==> config.mk <==
export PLATFORM = sky130hd
export DESIGN_NAME = rlog_seq
export DESIGN_NICKNAME = d
export VERILOG_FILES = /design/src/rtl/rlog_pkg.sv /design/src/rtl/rlog_coarse_cnt.sv /design/src/rtl/rlog_fine_walk.sv /design/src/rtl/rlog_pingpong.sv /design/src/rtl/rlog_seq.sv
export SDC_FILE = /design/constraint.sdc
export NUM_CORES = 1
export LEC_CHECK = 0
export ABC_AREA = 1
export BUFFER_PORTS_ARGS = -buffer_cell sky130_fd_sc_hd__buf_2
export CORE_AREA = 4 4 74 69
export CTS_BUF_LIST = sky130_fd_sc_hd__clkbuf_4
export DETAILED_ROUTE_END_ITERATION = 8
export DIE_AREA = 0 0 78 73
export GPL_TIMING_DRIVEN = 0
export PLACE_DENSITY = 0.89
export SYNTH_ARGS = -nofsm -noshare
export SYNTH_HDL_FRONTEND = slang
export SYNTH_HIERARCHICAL = 1
export SYNTH_SLANG_ARGS = --single-unit
==> constraint.sdc <==
create_clock -name clk -period 3.7 [get_ports clk]
set_clock_uncertainty 0.15 [all_clocks]
set_input_delay 0.185 -clock clk [delete_from_list [all_inputs] [get_ports clk]]
set_output_delay 0.185 -clock clk [all_outputs]
set_load 0.005 [all_outputs]
==> src/rtl/rlog_pkg.sv <==
package rlog_pkg;
    typedef enum logic [2:0] {
        ST_IDLE,
        ST_LOAD,
        ST_COARSE,
        ST_FINE,
        ST_LATCH
    } rlog_state_e;
endpackage

==> src/rtl/rlog_coarse_cnt.sv <==
module rlog_coarse_cnt #(
    parameter int P1_MAX = 15,
    parameter int CNTW   = $clog2(P1_MAX + 1)
) (
    input  logic            clk,
    input  logic            rst_n,
    input  logic            clr,
    input  logic            inc,
    output logic [CNTW-1:0] cnt,
    output logic            last
);
    localparam logic [CNTW-1:0] LAST_V = CNTW'(P1_MAX - 1);

    always_ff @(posedge clk or negedge rst_n) begin
        if (!rst_n)
            cnt <= '0;
        else if (clr)
            cnt <= '0;
        else if (inc)
            cnt <= cnt + 1'b1;
    end

    // the next pass reaches the ceiling
    assign last = (cnt == LAST_V);
endmodule

==> src/rtl/rlog_fine_walk.sv <==
module rlog_fine_walk #(
    parameter int NBITS = 10,
    parameter int SELW  = $clog2(NBITS + 1),
    parameter int AW    = NBITS - 1
) (
    input  logic            clk,
    input  logic            rst_n,
    input  logic            clr,
    input  logic            adv,
    input  logic            acc_en,
    output logic [SELW-1:0] idx,
    output logic [AW-1:0]   weight,
    output logic [AW-1:0]   acc,
    output logic            at_end
);
    localparam logic [SELW-1:0] FIRST_IDX = SELW'(2);
    localparam logic [SELW-1:0] LAST_IDX  = SELW'(NBITS);
    localparam logic [AW-1:0]   ONE       = AW'(1);

    logic [SELW-1:0] shamt;

    assign shamt  = LAST_IDX - idx;
    assign weight = ONE << shamt;
    assign at_end = (idx == LAST_IDX);

    always_ff @(posedge clk or negedge rst_n) begin
        if (!rst_n) begin
            idx <= FIRST_IDX;
            acc <= '0;
        end else if (clr) begin
            idx <= FIRST_IDX;
            acc <= '0;
        end else begin
            if (adv && !at_end)
                idx <= idx + 1'b1;
            if (acc_en)
                acc <= acc + weight;
        end
    end
endmodule

==> src/rtl/rlog_pingpong.sv <==
module rlog_pingpong (
    input  logic clk,
    input  logic rst_n,
    input  logic clr,
    input  logic swap,
    output logic src,
    output logic dst
);
    always_ff @(posedge clk or negedge rst_n) begin
        if (!rst_n)
            src <= 1'b0;
        else if (clr)
            src <= 1'b0;
        else if (swap)
            src <= ~src;
    end

    assign dst = ~src;
endmodule

==> src/rtl/rlog_seq.sv <==
module rlog_seq
    import rlog_pkg::*;
#(
    parameter int NBITS  = 10,
    parameter int P1_MAX = 15,
    parameter int SELW   = $clog2(NBITS + 1),
    parameter int CNTW   = $clog2(P1_MAX + 1),
    parameter int CW     = CNTW + NBITS - 1
) (
    input  logic             clk,
    input  logic             rst_n,
    input  logic             start,
    input  logic             cmp_hi,
    input  logic [NBITS-2:0] err_thr,
    output logic             step_valid,
    output logic [SELW-1:0]  scale_sel,
    output logic             ref_load,
    output logic             mem_src,
    output logic             mem_dst,
    output logic             coarse_sel_en,
    output logic             coarse_cnt_en,
    output logic             fine_sel_en,
    output logic             result_wr_en,
    output logic [CW-1:0]    code,
    output logic             done
);
    localparam int AW = NBITS - 1;

    rlog_state_e     state_q, state_d;
    logic            clr;
    logic            inc;
    logic            cnt_last;
    logic [CNTW-1:0] cnt;
    logic            adv;
    logic            acc_en;
    logic [SELW-1:0] fine_idx;
    logic [AW-1:0]   fine_w;
    logic [AW-1:0]   fine_acc;
    logic            fine_end;
    logic            stop_now;
    logic            swap;
    logic            done_q;
    logic [CW-1:0]   code_q;

    rlog_coarse_cnt #(.P1_MAX(P1_MAX), .CNTW(CNTW)) u_cnt (
        .clk   (clk),
        .rst_n (rst_n),
        .clr   (clr),
        .inc   (inc),
        .cnt   (cnt),
        .last  (cnt_last)
    );

    rlog_fine_walk #(.NBITS(NBITS), .SELW(SELW), .AW(AW)) u_fine (
        .clk    (clk),
        .rst_n  (rst_n),
        .clr    (clr),
        .adv    (adv),
        .acc_en (acc_en),
        .idx    (fine_idx),
        .weight (fine_w),
        .acc    (fine_acc),
        .at_end (fine_end)
    );

    rlog_pingpong u_pp (
        .clk   (clk),
        .rst_n (rst_n),
        .clr   (clr),
        .swap  (swap),
        .src   (mem_src),
        .dst   (mem_dst)
    );

    // state register
    always_ff @(posedge clk or negedge rst_n) begin
        if (!rst_n)
            state_q <= ST_IDLE;
        else
            state_q <= state_d;
    end

    // next state
    always_comb begin
        state_d = state_q;
        unique case (state_q)
            ST_IDLE:   if (start) state_d = ST_LOAD;
            ST_LOAD:   state_d = ST_COARSE;
            ST_COARSE: begin
                if (!cmp_hi || cnt_last)
                    state_d = ST_FINE;
            end
            ST_FINE: begin
                if (stop_now || fine_end)
                    state_d = ST_LATCH;
            end
            ST_LATCH:  state_d = ST_IDLE;
            default:   state_d = ST_IDLE;
        endcase
    end

    // outputs and datapath controls
    always_comb begin
        clr           = 1'b0;
        ref_load      = 1'b0;
        step_valid    = 1'b0;
        scale_sel     = '0;
        coarse_sel_en = 1'b0;
        coarse_cnt_en = 1'b0;
        fine_sel_en   = 1'b0;
        result_wr_en  = 1'b0;
        stop_now      = 1'b0;
        inc           = 1'b0;
        adv           = 1'b0;
        acc_en        = 1'b0;
        unique case (state_q)
            ST_IDLE:   clr = start;
            ST_LOAD:   ref_load = 1'b1;
            ST_COARSE: begin
                step_valid    = 1'b1;
                scale_sel     = SELW'(1);
                coarse_sel_en = 1'b1;
                coarse_cnt_en = 1'b1;
                inc           = cmp_hi;
            end
            ST_FINE: begin
                fine_sel_en  = 1'b1;
                result_wr_en = 1'b1;
                stop_now     = (fine_w <= err_thr);
                step_valid   = !stop_now;
                scale_sel    = stop_now ? '0 : fine_idx;
                adv          = !stop_now;
                acc_en       = !stop_now && cmp_hi;
            end
            ST_LATCH:  result_wr_en = 1'b1;
            default:   ;
        endcase
    end

    assign swap = step_valid && cmp_hi;

    // result register and done pulse
    always_ff @(posedge clk or negedge rst_n) begin
        if (!rst_n) begin
            code_q <= '0;
            done_q <= 1'b0;
        end else begin
            done_q <= (state_q == ST_LATCH);
            if (clr)
                code_q <= '0;
            else if (state_q == ST_LATCH)
                code_q <= {cnt, fine_acc};
        end
    end

    assign code = code_q;
    assign done = done_q;
endmodule

==> key figures, run 1 <==
Outcome
  – Status: finished clean

Timing
  – Setup-violating endpoint count in the final report: 0
  – Top achievable clock speed: 295 MHz
  – Worst slew margin relative to its limit: 0.491
  – Pin slew with the least headroom to its limit: 0.764 ns
  – Setup TNS after final layout: 0 ns
  – Total count of hold-check failures in the final report: 0
  – Final min period: 3.39 ns
  – Count of final max-slew check failures: 0
  – Post-route fraction of the period consumed by the critical path: 0.917

CTS
  – Clk Latency, worst-skew pair: 0.35 ns
  – TritonCTS Buffers: 5
  – Maximum buffer depth of the clock tree: 2
  – TritonCTS clock tree: done
  – Clock Root Buffer: clkbuf_4
  – Clock sink count: 35
  – Clock transition at the registers of the reported paths: 0.11 ns
  – Maximum level of the CTS H-tree: 2

Global routing
  – Vias in the first global route: 2054
  – Grt peak-use layer: met2
  – First-pass GRT wire length: 9.16 mm
  – Met1 Usage GRT: 0.250
  – Number of antenna violations at the first check in global routing: 0
  – Met3 track demand over resource in global routing: 0.0568
  – Remaining global-route overflow: 0
  – Largest net degree at the start of global routing: 36
  – Global-route total usage across every layer: 0.203
  – Met2 usage: 0.353

Critical path
  – Crit path capture type: flop
  – Startpoint types: flop
  – Cell chain of the critical path: ha_1 -> inv_1 -> nand2_1 -> nand2_1 -> inv_1 -> nand3_1 -> nor2_1 -> ha_1 -> nand2_1 -> inv_1 -> nand2_1 -> nand2_1 -> nand2_1 -> nand3_1 -> nand2_2 -> nor2_1 -> nor2_4 -> nor2_4 -> inv_2 -> a21oi_1 -> o21ai_1 -> nand2_1
  – Most numerous cell on the critical path: nand2_1
  – Slack of the worst reg-to-reg path: 0.31 ns
  – Required @ worst endpoint: 3.80 ns
  – CP Buf/Inv Count: 4
  – CP max-delay cell: dfstp_2
  – Critical-path maximum fanout: 10
  – Top delay family on crit path: simple AND/OR/NAND/NOR gates
  – CP Data Arrival Time: 3.49 ns
  – Worst Path Class, Setup: flop to flop
  – Maximum single-stage delay on the critical path: 0.61 ns

Floorplan
  – Die area: 5690 µm²
  – Area inside the core boundary: 4350 µm²
  – Width of the die: 78 µm
  – Initial Utilization: 0.547
  – Chip height: 73 µm
  – Core Rows: 23
  – Count of pins on the block boundary: 39

Min path
  – Worst hold-check path type: input pin to flop

Synth
  – Synthesized-area fraction occupied by and/or/nand/nor cells: 0.253
  – Post-synthesis sequential element count: 35
  – Synth Cell Area: 2380 µm²
  – Share of synthesized area occupied by flip-flops and latches: 0.369
  – Number of warning messages in the yosys log: 6
  – Post-Synth Adder-Cell Area: 0.140
  – Synth Area in Compound Gates: 0.126
  – Share of cell area taken by muxes after synthesis: 0
  – Largest family of logic cells by synthesized area: simple AND/OR/NAND/NOR gates
  – Number of synthesized flops with an enable pin: 0
  – Post-synthesis xor/xnor area fraction: 0.00369
  – Average footprint of a synthesized cell: 7.82 µm²
  – Gate Count Post-Synth: 304
  – Proportion of synthesized flip-flops having asynchronous set or reset: 1.00
  – Number of distinct library cells after synthesis: 32
  – Leading register cell type out of synthesis: dfrtp_1
  – Net count after synthesis: 343

Cells and area
  – Multi-input combinational cell area: 1250 µm²
  – Register area: 877 µm²
  – Layout net count: 389
  – Number of inserted diodes: 0
  – Utilization of the core after routing: 0.630
  – Ratio of cells with drive above 1 in the final layout: 0.217
  – Synthesis-to-finish area growth: 15.2%
  – Post-route insts no fill: 413
  – Number of filler cells placed in the layout: 350

Placement
  – Placed Cells: 404
  – Buffers added on ports: 38
  – Final HPWL from detailed placement: 4.11 mm
  – Global placer's final weighted congestion: 0.859

Pwr
  – Maximum VDD drop: 0.256 mV
  – Total internal power: 923 µW
  – Switching Share: 0.442
  – Leakage dissipation: 0.00163 µW
  – Clock power frac: 0.170
  – Combinational group share of total power: 0.475
  – Power per cell area: 604 nW/µm²
  – Sequential cell fraction of total power: 0.355
  – Psw: 729 µW

Drt
  – Via-per-instance ratio: 5.18
  – Iter 0 DRT Violations: 125
  – DR DRC count: 0
  – Post-detailed-route count of antenna-violating nets: 0
  – TritonRoute pass-1 iters: 6
  – Routed wire per std cell: 12.8 µm
  – Via count: 2141
  – Total routed wirelength: 5.29 mm

Flow run
  – Max-capacitance violation count: 0
worst register-to-register path, cell delays in order, from the launching register on:
cell	delay [ns]
dfstp_2	0.61
ha_1	0.18
inv_1	0.04
nand2_1	0.04
nand2_1	0.07
inv_1	0.14
nand3_1	0.18
nor2_1	0.25
ha_1	0.28
nand2_1	0.08
inv_1	0.04
nand2_1	0.05
nand2_1	0.05
nand2_1	0.06
nand3_1	0.12
nand2_2	0.19
nor2_1	0.09
nor2_4	0.25
nor2_4	0.11
inv_2	0.12
a21oi_1	0.05
o21ai_1	0.08
nand2_1	0.06
final timing paths:
kind / startpoint / depth (start not counted) / end
max in group asynchronous: rst_n / 2 / u_fine/acc[0]$_DFFE_PN0P_
hold reg to reg: code[1]$_DFFE_PN0P_ / 1 / code[1]$_DFFE_PN0P_
min in group asynchronous: rst_n / 2 / code[0]$_DFFE_PN0P_
setup reg to reg: u_fine/idx[1]$_DFFE_PN1P_ / 22 / u_fine/acc[3]$_DFFE_PN0P_
hold / removal: cmp_hi / 5 / state_q[1]$_DFFE_PN0P_
setup / recovery: u_fine/idx[1]$_DFFE_PN1P_ / 22 / u_fine/acc[3]$_DFFE_PN0P_
cell usage after synthesis (4+ instances only):
cell / number / share of area
a22o_1: 13 / 0.048
ha_1: 25 / 0.13
nor3_1: 7 / 0.015
nor2_4: 4 / 0.019
nand2_1: 67 / 0.11
nor2_2: 5 / 0.013
inv_2: 7 / 0.011
nor2_1: 25 / 0.039
dfrtp_1: 34 / 0.36
nand3_1: 17 / 0.036
o21ai_0: 5 / 0.011
inv_1: 53 / 0.084
nand2_2: 5 / 0.013
a21oi_1: 14 / 0.029
area by class of cell:
class                      instances  share of cell area
multi-input combinational        205               0.455
sequential                        35               0.320
inverter                          61              0.0846
timing repair buffer              39              0.0731
tap                               62              0.0283
clock inverter                     3              0.0160
clock buffer                       5              0.0137
buffer                             3             0.00868
routing by layer:
layer | vias up | part of all wire
met3 | 7 | 0.054
met1 | 1010 | 0.44
met5 | - | 0
li1 | 1062 | -
met4 | 0 | 0.011
met2 | 62 | 0.50
power groups by stage:
stage | registers, µW | logic [µW] | clock network [µW]
after global routing | 601 | 894 | 304
final | 587 | 785 | 281
after global placement | 590 | 731 | 0
after detailed placement | 594 | 770 | 0
after floorplan | 569 | 555 | 0
after CTS | 587 | 781 | 285
registers in the layout (all words and copies together) (netlist names):
register and flops:
code 13, state_q 3, u_fine/acc 9, u_fine/idx 4
u_pp/src 1, u_cnt/cnt 4, done 1
through the flow:
step / hold WS (ns) / worst slack (ns) / instance area, µm² / total power, µW
after detailed placement: 0.140 / 0.318 / 2640 / 1360
after floorplan: -0.261 / 0.827 / 2380 / 1120
after CTS: 0.135 / 0.299 / 2740 / 1650
after global placement: 0.142 / 0.406 / 2640 / 1320
after global routing: 0.142 / -0.0202 / 2740 / 1800
final: 0.140 / 0.306 / 2740 / 1650
cell families (layout without fill, tap and decap cells):
family,Yosys count,count (layout)
buffers and inverters,64,111
DFF,35,35
AOI/OAI and AO/OA,44,44
adders and majority gates,26,26
xor gates and xnor gates,1,1
and+or+nand+nor,134,134
repair_timing:
| item | CTS | global route |
|---|---|---|
| endpoints found under the hold margin | 34 | 0 |
| hold buffers | 1 | 0 |
| endpoints found under the setup margin | 0 | 3 |
| buffers inserted | 0 | 0 |
| resized for setup | 0 | 1 |
layout by cell type, fill, tap and decap left out, types with 2 or more instances in the layout:
cell,n
nand2_2,5
a22o_1,13
dfrtp_1,34
ha_1,25
o21ai_1,3
a22o_2,2
clkbuf_4,5
o21ai_0,5
nand2_1,67
nand3b_1,3
nand3_1,17
buf_2,39
nor2_2,6
inv_2,7
inv_1,53
nor2_1,24
nor2_4,4
nor3_1,7
a21oi_1,14
(Power assumes the default switching activity.)
==> run 2: changes to the inputs <==
CORE_AREA = 2 2 72 67   (was 4 4 74 69)
DIE_AREA = 0 0 74 69   (was 0 0 78 73)
==> run 2 against run 1 <==
Effect of this change:
- worst setup slack lost 0.016 ns
- register-to-register slack lost 0.02 ns
- cell area shrank 1.3%
- count of clock-buffer cells in the layout is the same
- sequential share of layout area grew 0.42 points
- largest cell class unchanged
- critical path type unchanged
- via count shrank 2.9%
- global-route usage grew 1.1 points
- worst hold slack gained 0.041 ns
- highest routed layer unchanged
- core utilization shrank 0.81 points
- cell count shrank 0.24%
- non-clock buffer count is the same
- wire length shrank 3.6%
==> key figures, run 2 (same netlist as run 1, synthesis figures left out) <==
Timing
  – Pin slew with the least headroom to its limit: 0.761 ns
  – Post-route fraction of the period consumed by the critical path: 0.922
  – Setup TNS after final layout: 0 ns
  – Setup repair after global routing missed its margin: true
  – Final min period: 3.41 ns
  – Count of final max-slew check failures: 0
  – Top achievable clock speed: 293 MHz
  – Worst slew margin relative to its limit: 0.492
  – Setup-violating endpoint count in the final report: 0
  – Total count of hold-check failures in the final report: 0

Critical path
  – Required @ worst endpoint: 3.77 ns
  – Startpoint of the worst register-to-register path: u_fine/idx[1]$_DFFE_PN1P_
  – Crit path capture type: flop
  – Worst Path Class, Setup: flop to flop
  – Critical-path maximum fanout: 10
  – Register-to-Register Path Depth: 22
  – CP Data Arrival Time: 3.48 ns
  – Capture instance of the worst register-to-register path: u_fine/acc[3]$_DFFE_PN0P_
  – Startpoint types: flop
  – Slack of the worst reg-to-reg path: 0.29 ns

CTS
  – Maximum buffer depth of the clock tree: 2
  – TritonCTS Buffers: 5
  – Clock transition at the registers of the reported paths: 0.11 ns
  – Clock sink count: 35
  – Clock Root Buffer: clkbuf_4
  – Maximum level of the CTS H-tree: 2
  – TritonCTS clock tree: done
  – Clk Latency, worst-skew pair: 0.33 ns

Floorplan
  – Initial Utilization: 0.547
  – Chip height: 69 µm
  – Core Rows: 23
  – Count of pins on the block boundary: 39
  – Area inside the core boundary: 4350 µm²
  – Width of the die: 74 µm
  – Die area: 5110 µm²

Min path
  – Worst Min Path Start: cmp_hi
  – WHS Path Cells: 5
  – Hold worst-path end: state_q[1]$_DFFE_PN0P_
  – Worst hold-check path type: input pin to flop

Global routing
  – Vias in the first global route: 1950
  – Remaining global-route overflow: 0
  – Largest net degree at the start of global routing: 36
  – Number of antenna violations at the first check in global routing: 0
  – Global-route total usage across every layer: 0.214
  – First-pass GRT wire length: 8.71 mm

Outcome
  – Status: finished clean

Flow run
  – Max-capacitance violation count: 0

Drt
  – Iter 0 DRT Violations: 95
  – Routed wire per std cell: 12.4 µm
  – Via count: 2078
  – Post-detailed-route count of antenna-violating nets: 0
  – TritonRoute pass-1 iters: 4
  – Via-per-instance ratio: 5.04
  – Total routed wirelength: 5.09 mm
  – DR DRC count: 0

Pwr
  – Final Power: 1550 µW
  – Power per cell area: 573 nW/µm²
  – Maximum VDD drop: 0.327 mV
  – Leakage dissipation: 0.00161 µW

Cells and area
  – Number of filler cells placed in the layout: 382
  – Synthesis-to-finish area growth: 13.7%
  – Number of inserted diodes: 0
  – Most frequent cells in the layout: nand2_1 (67), inv_1 (53), buf_2 (39)
  – Multi-input combinational cell area: 1250 µm²
  – Leading cell type in the layout, fill and taps excluded: nand2_1
  – Ratio of cells with drive above 1 in the final layout: 0.211
  – Layout net count: 389
  – Largest register FFs: 13
  – Register area: 877 µm²

Placement
  – Global placer's final weighted congestion: 0.856
  – Final HPWL from detailed placement: 4.00 mm
  – Buffers added on ports: 38
run 2: cell count changes in the layout (fill, tap and decap cells not counted):
| cell | change |
|---|---|
| bufinv_16 | -1 |
| clkinv_1 | +1 |
| clkinv_4 | -1 |
run 2: where the power goes:
group	internal (µW)	switching, µW
sequential	482	101
combinational	299	478
clock	67.3	120
run 2: how the worst max path moves through the flow:
stage                              startpoint                   endpoint  slack, ns  cells after the start
floorplan           u_fine/idx[1]$_DFFE_PN1P_  u_fine/acc[4]$_DFFE_PN0P_       0.83                     19
global placement    u_fine/idx[1]$_DFFE_PN1P_  u_fine/acc[4]$_DFFE_PN0P_       0.40                     19
detailed placement  u_fine/idx[1]$_DFFE_PN1P_  u_fine/acc[3]$_DFFE_PN0P_       0.31                     22
CTS                 u_fine/idx[1]$_DFFE_PN1P_  u_fine/acc[4]$_DFFE_PN0P_       0.30                     19
global route        u_fine/idx[1]$_DFFE_PN1P_  u_fine/acc[3]$_DFFE_PN0P_     -0.004                     22
finish              u_fine/idx[1]$_DFFE_PN1P_  u_fine/acc[3]$_DFFE_PN0P_       0.29                     22
run 2: per-layer routing:
metal | GRT usage | vias up | wire length, µm
met5 | 0 | - | 0
met4 | 0.0505 | 0 | 44
met3 | 0.0365 | 7 | 178
met2 | 0.345 | 33 | 2480
met1 | 0.299 | 970 | 2390
li1 | - | 1068 | -
run 2: timing repair:
item,in CTS,in global routing
endpoints found under the setup margin,0,3
setup buffers,0,0
endpoints found under the hold margin,34,0
gates resized for setup,0,1
hold buffers,1,0
run 2: layout make-up:
| type | instances | area share |
|---|---|---|
| clock inverters | 2 | 0.00324 |
| inverters | 61 | 0.0856 |
| well taps | 62 | 0.0287 |
| flip-flops and latches | 35 | 0.325 |
| plain buffers | 3 | 0.00880 |
| multi-input cells | 205 | 0.461 |
| repair buffers | 39 | 0.0741 |
| clock buffers | 5 | 0.0139 |
run 2: stage by stage:
stage                     instance area [µm²]  hold WS, ns  setup WS (ns)  utilization  std cells
final                                    2700        0.181          0.290        0.622        412
after global routing                     2700        0.225       -0.00350        0.622        412
after global placement                   2640        0.146          0.403        0.608        404
after CTS                                2700        0.172          0.295        0.621        412
after detailed placement                 2640        0.145          0.310        0.608        404
after floorplan                          2380       -0.261          0.827            -        304
run 2: worst max-delay path: stages (launching register included):
cell	delay [ns]
dfstp_2	0.61
ha_1	0.18
inv_1	0.04
nand2_1	0.05
nand2_1	0.07
inv_1	0.13
nand3_1	0.16
nor2_1	0.26
ha_1	0.30
nand2_1	0.06
nand2_1	0.04
nand2_1	0.05
nand2_1	0.04
nand2_1	0.05
nand3_1	0.12
nand2_2	0.19
nor2_1	0.10
nor2_4	0.25
nor2_4	0.10
inv_2	0.11
a21oi_1	0.05
o21ai_1	0.11
nand2_1	0.08
==> run 3: changes to the inputs <==
CORE_AREA = 8 8 78 73   (was 2 2 72 67)
DIE_AREA = 0 0 86 81   (was 0 0 74 69)
GPL_TIMING_DRIVEN = unset   (was 0)
==> run 3 against run 2 <==
Effect of this change:
- non-clock buffer count fell by 3
- total power increased by 10%
- die area is 36% higher
- maximum frequency rose by 2.9%
- global-route usage decreased by 4.8 points
- sequential share of layout area is 0.39 points lower
- combinational power decreased by 0.8%
- first-iteration DRC count rose by 37%
- sequential power is 0.7% higher
- sequential cell count stayed put
- wire length increased by 10%
- register-to-register slack improved by 0.095 ns
- critical path type unchanged
==> key figures, run 3 (same netlist as run 1, synthesis figures left out) <==
Critical path
  – CP Data Arrival Time: 3.46 ns
  – Crit path capture type: flop
  – Cell chain of the critical path: ha_1 -> inv_1 -> nand2_1 -> nand2_1 -> inv_1 -> nand3_1 -> nor2_1 -> ha_1 -> nand2_1 -> nor2_1 -> nand3_1 -> nand2_1 -> inv_2 -> nand2_2 -> nor2_1 -> nor2_4 -> nor2_4 -> inv_2 -> a21oi_1 -> o21ai_1 -> nand2_1
  – CP max-delay cell: dfstp_2
  – Startpoint types: flop
  – Slack of the worst reg-to-reg path: 0.39 ns
  – Required @ worst endpoint: 3.84 ns
  – Capture instance of the worst register-to-register path: u_fine/acc[6]$_DFFE_PN0P_
  – Critical-path maximum fanout: 10
  – Register-to-Register Path Depth: 21
  – Maximum single-stage delay on the critical path: 0.61 ns
  – Most numerous cell on the critical path: nand2_1
  – Worst Path Class, Setup: flop to flop
  – Startpoint of the worst register-to-register path: u_fine/idx[1]$_DFFE_PN1P_

Pwr
  – Sequential cell fraction of total power: 0.344
  – Combinational group share of total power: 0.452
  – Switching Share: 0.423
  – Power per cell area: 624 nW/µm²
  – Clock power frac: 0.204
  – Maximum VDD drop: 0.288 mV
  – Leakage dissipation: 0.00163 µW
  – Psw: 723 µW
  – Total internal power: 985 µW

Global routing
  – Vias in the first global route: 2022
  – Number of antenna violations at the first check in global routing: 0
  – Remaining global-route overflow: 0
  – Largest net degree at the start of global routing: 36
  – Global-route total usage across every layer: 0.166
  – First-pass GRT wire length: 9.28 mm

Min path
  – Worst Min Path Start: cmp_hi
  – WHS Path Cells: 5
  – Hold worst-path end: state_q[1]$_DFFE_PN0P_
  – Worst hold-check path type: input pin to flop

Cells and area
  – Utilization of the core after routing: 0.629
  – Layout net count: 386
  – Number of inserted diodes: 0
  – Synthesis-to-finish area growth: 15.1%
  – Leading cell type in the layout, fill and taps excluded: nand2_1
  – Ratio of cells with drive above 1 in the final layout: 0.207
  – Largest register FFs: 13
  – Most frequent cells in the layout: nand2_1 (67), inv_1 (53), buf_2 (38)

Timing
  – Setup TNS after final layout: 0 ns
  – Count of final max-slew check failures: 0
  – Final min period: 3.31 ns
  – Worst slew margin relative to its limit: 0.497
  – Setup-violating endpoint count in the final report: 0
  – Total count of hold-check failures in the final report: 0
  – Post-route fraction of the period consumed by the critical path: 0.896
  – Pin slew with the least headroom to its limit: 0.754 ns
  – Top achievable clock speed: 302 MHz
  – Setup repair after global routing missed its margin: false

Floorplan
  – Die area: 6970 µm²
  – Core Rows: 23
  – Initial Utilization: 0.547
  – Area inside the core boundary: 4350 µm²
  – Width of the die: 86 µm
  – Count of pins on the block boundary: 39
  – Chip height: 81 µm

Outcome
  – Status: finished clean

Drt
  – Total routed wirelength: 5.62 mm
  – Post-detailed-route count of antenna-violating nets: 0
  – Via-per-instance ratio: 5.25
  – Via count: 2153
  – TritonRoute pass-1 iters: 5
  – Iter 0 DRT Violations: 130
  – DR DRC count: 0
  – Routed wire per std cell: 13.7 µm

CTS
  – Clock sink count: 35
  – Clock transition at the registers of the reported paths: 0.11 ns
  – Clk Latency, worst-skew pair: 0.34 ns
  – Clock Root Buffer: clkbuf_4
  – TritonCTS Buffers: 5
  – TritonCTS clock tree: done
  – Post-CTS setup-driven buffer insertion count: 0
  – Maximum level of the CTS H-tree: 2
  – Hold buffer count at cts: 1
  – Maximum buffer depth of the clock tree: 2
  – Post-cts repair resize count: 0

Placement
  – Global placer's final weighted congestion: 0.946
  – Buffers added on ports: 38
  – Final HPWL from detailed placement: 4.36 mm

Flow run
  – Max-capacitance violation count: 0
run 3: cell types whose count changed in the layout (fill, tap and decap cells not counted):
cell / before / now
buf_6: 1 / 0
clkinv_1: 1 / 0
buf_2: 39 / 38
buf_4: 1 / 0
clkinv_2: 1 / 0
bufinv_16: 0 / 2
nor2_2: 6 / 5
nor2_1: 24 / 25
clkbuf_4: 5 / 6
run 3: power groups by stage:
stage,logic (µW),registers (µW),clock network (µW)
6_report,772,587,348
5_1_grt,867,602,372
3_3_place_gp,732,588,0
3_5_place_dp,763,592,0
2_1_floorplan,555,569,0
4_1_cts,772,586,351
run 3: worst max-delay path by stage:
stage / from / cells past startpoint / slack (ns) / to
6_report: u_fine/idx[1]$_DFFE_PN1P_ / 21 / 0.39 / u_fine/acc[6]$_DFFE_PN0P_
5_1_grt: u_fine/idx[1]$_DFFE_PN1P_ / 21 / 0.10 / u_fine/acc[3]$_DFFE_PN0P_
4_1_cts: u_fine/idx[1]$_DFFE_PN1P_ / 21 / 0.43 / u_fine/acc[6]$_DFFE_PN0P_
3_5_place_dp: u_fine/idx[1]$_DFFE_PN1P_ / 21 / 0.46 / u_fine/acc[6]$_DFFE_PN0P_
3_3_place_gp: u_fine/idx[1]$_DFFE_PN1P_ / 19 / 0.59 / u_fine/acc[4]$_DFFE_PN0P_
2_1_floorplan: u_fine/idx[1]$_DFFE_PN1P_ / 19 / 0.83 / u_fine/acc[4]$_DFFE_PN0P_
run 3: worst max-delay path: cells and delay by family (launching register included):
family          cells  cell delay, ns
simple gates       13            1.49
flops               1            0.61
fa+ha+maj           2            0.47
buf+inv             4            0.31
compound gates      2            0.24
run 3: cell type report:
class	count	area, µm²
clock buffers	6	45.0
clock inverters	2	60.1
fillers	346	1610
inverters	61	231
multi-input cells	205	1240
flip-flops and latches	35	877
well taps	62	77.6
repair buffers	39	200
run 3: layer usage:
layer  vias up  part of all wire  global-route usage
met5         -                 0                   0
met4         0             0.016              0.0507
met3        12             0.070              0.0514
met2        82              0.49               0.279
met1      1000              0.43               0.200
li1       1059                 -                   -
run 3: stage by stage:
stage / area, µm² / total power, µW / cells / setup WS (ns) / hold slack [ns]
2_1_floorplan: 2380 / 1120 / 304 / 0.827 / -0.261
3_3_place_gp: 2620 / 1320 / 401 / 0.585 / 0.136
3_5_place_dp: 2620 / 1360 / 401 / 0.464 / 0.143
4_1_cts: 2740 / 1710 / 410 / 0.431 / 0.126
5_1_grt: 2740 / 1840 / 410 / 0.102 / 0.162
6_report: 2740 / 1710 / 410 / 0.386 / 0.126
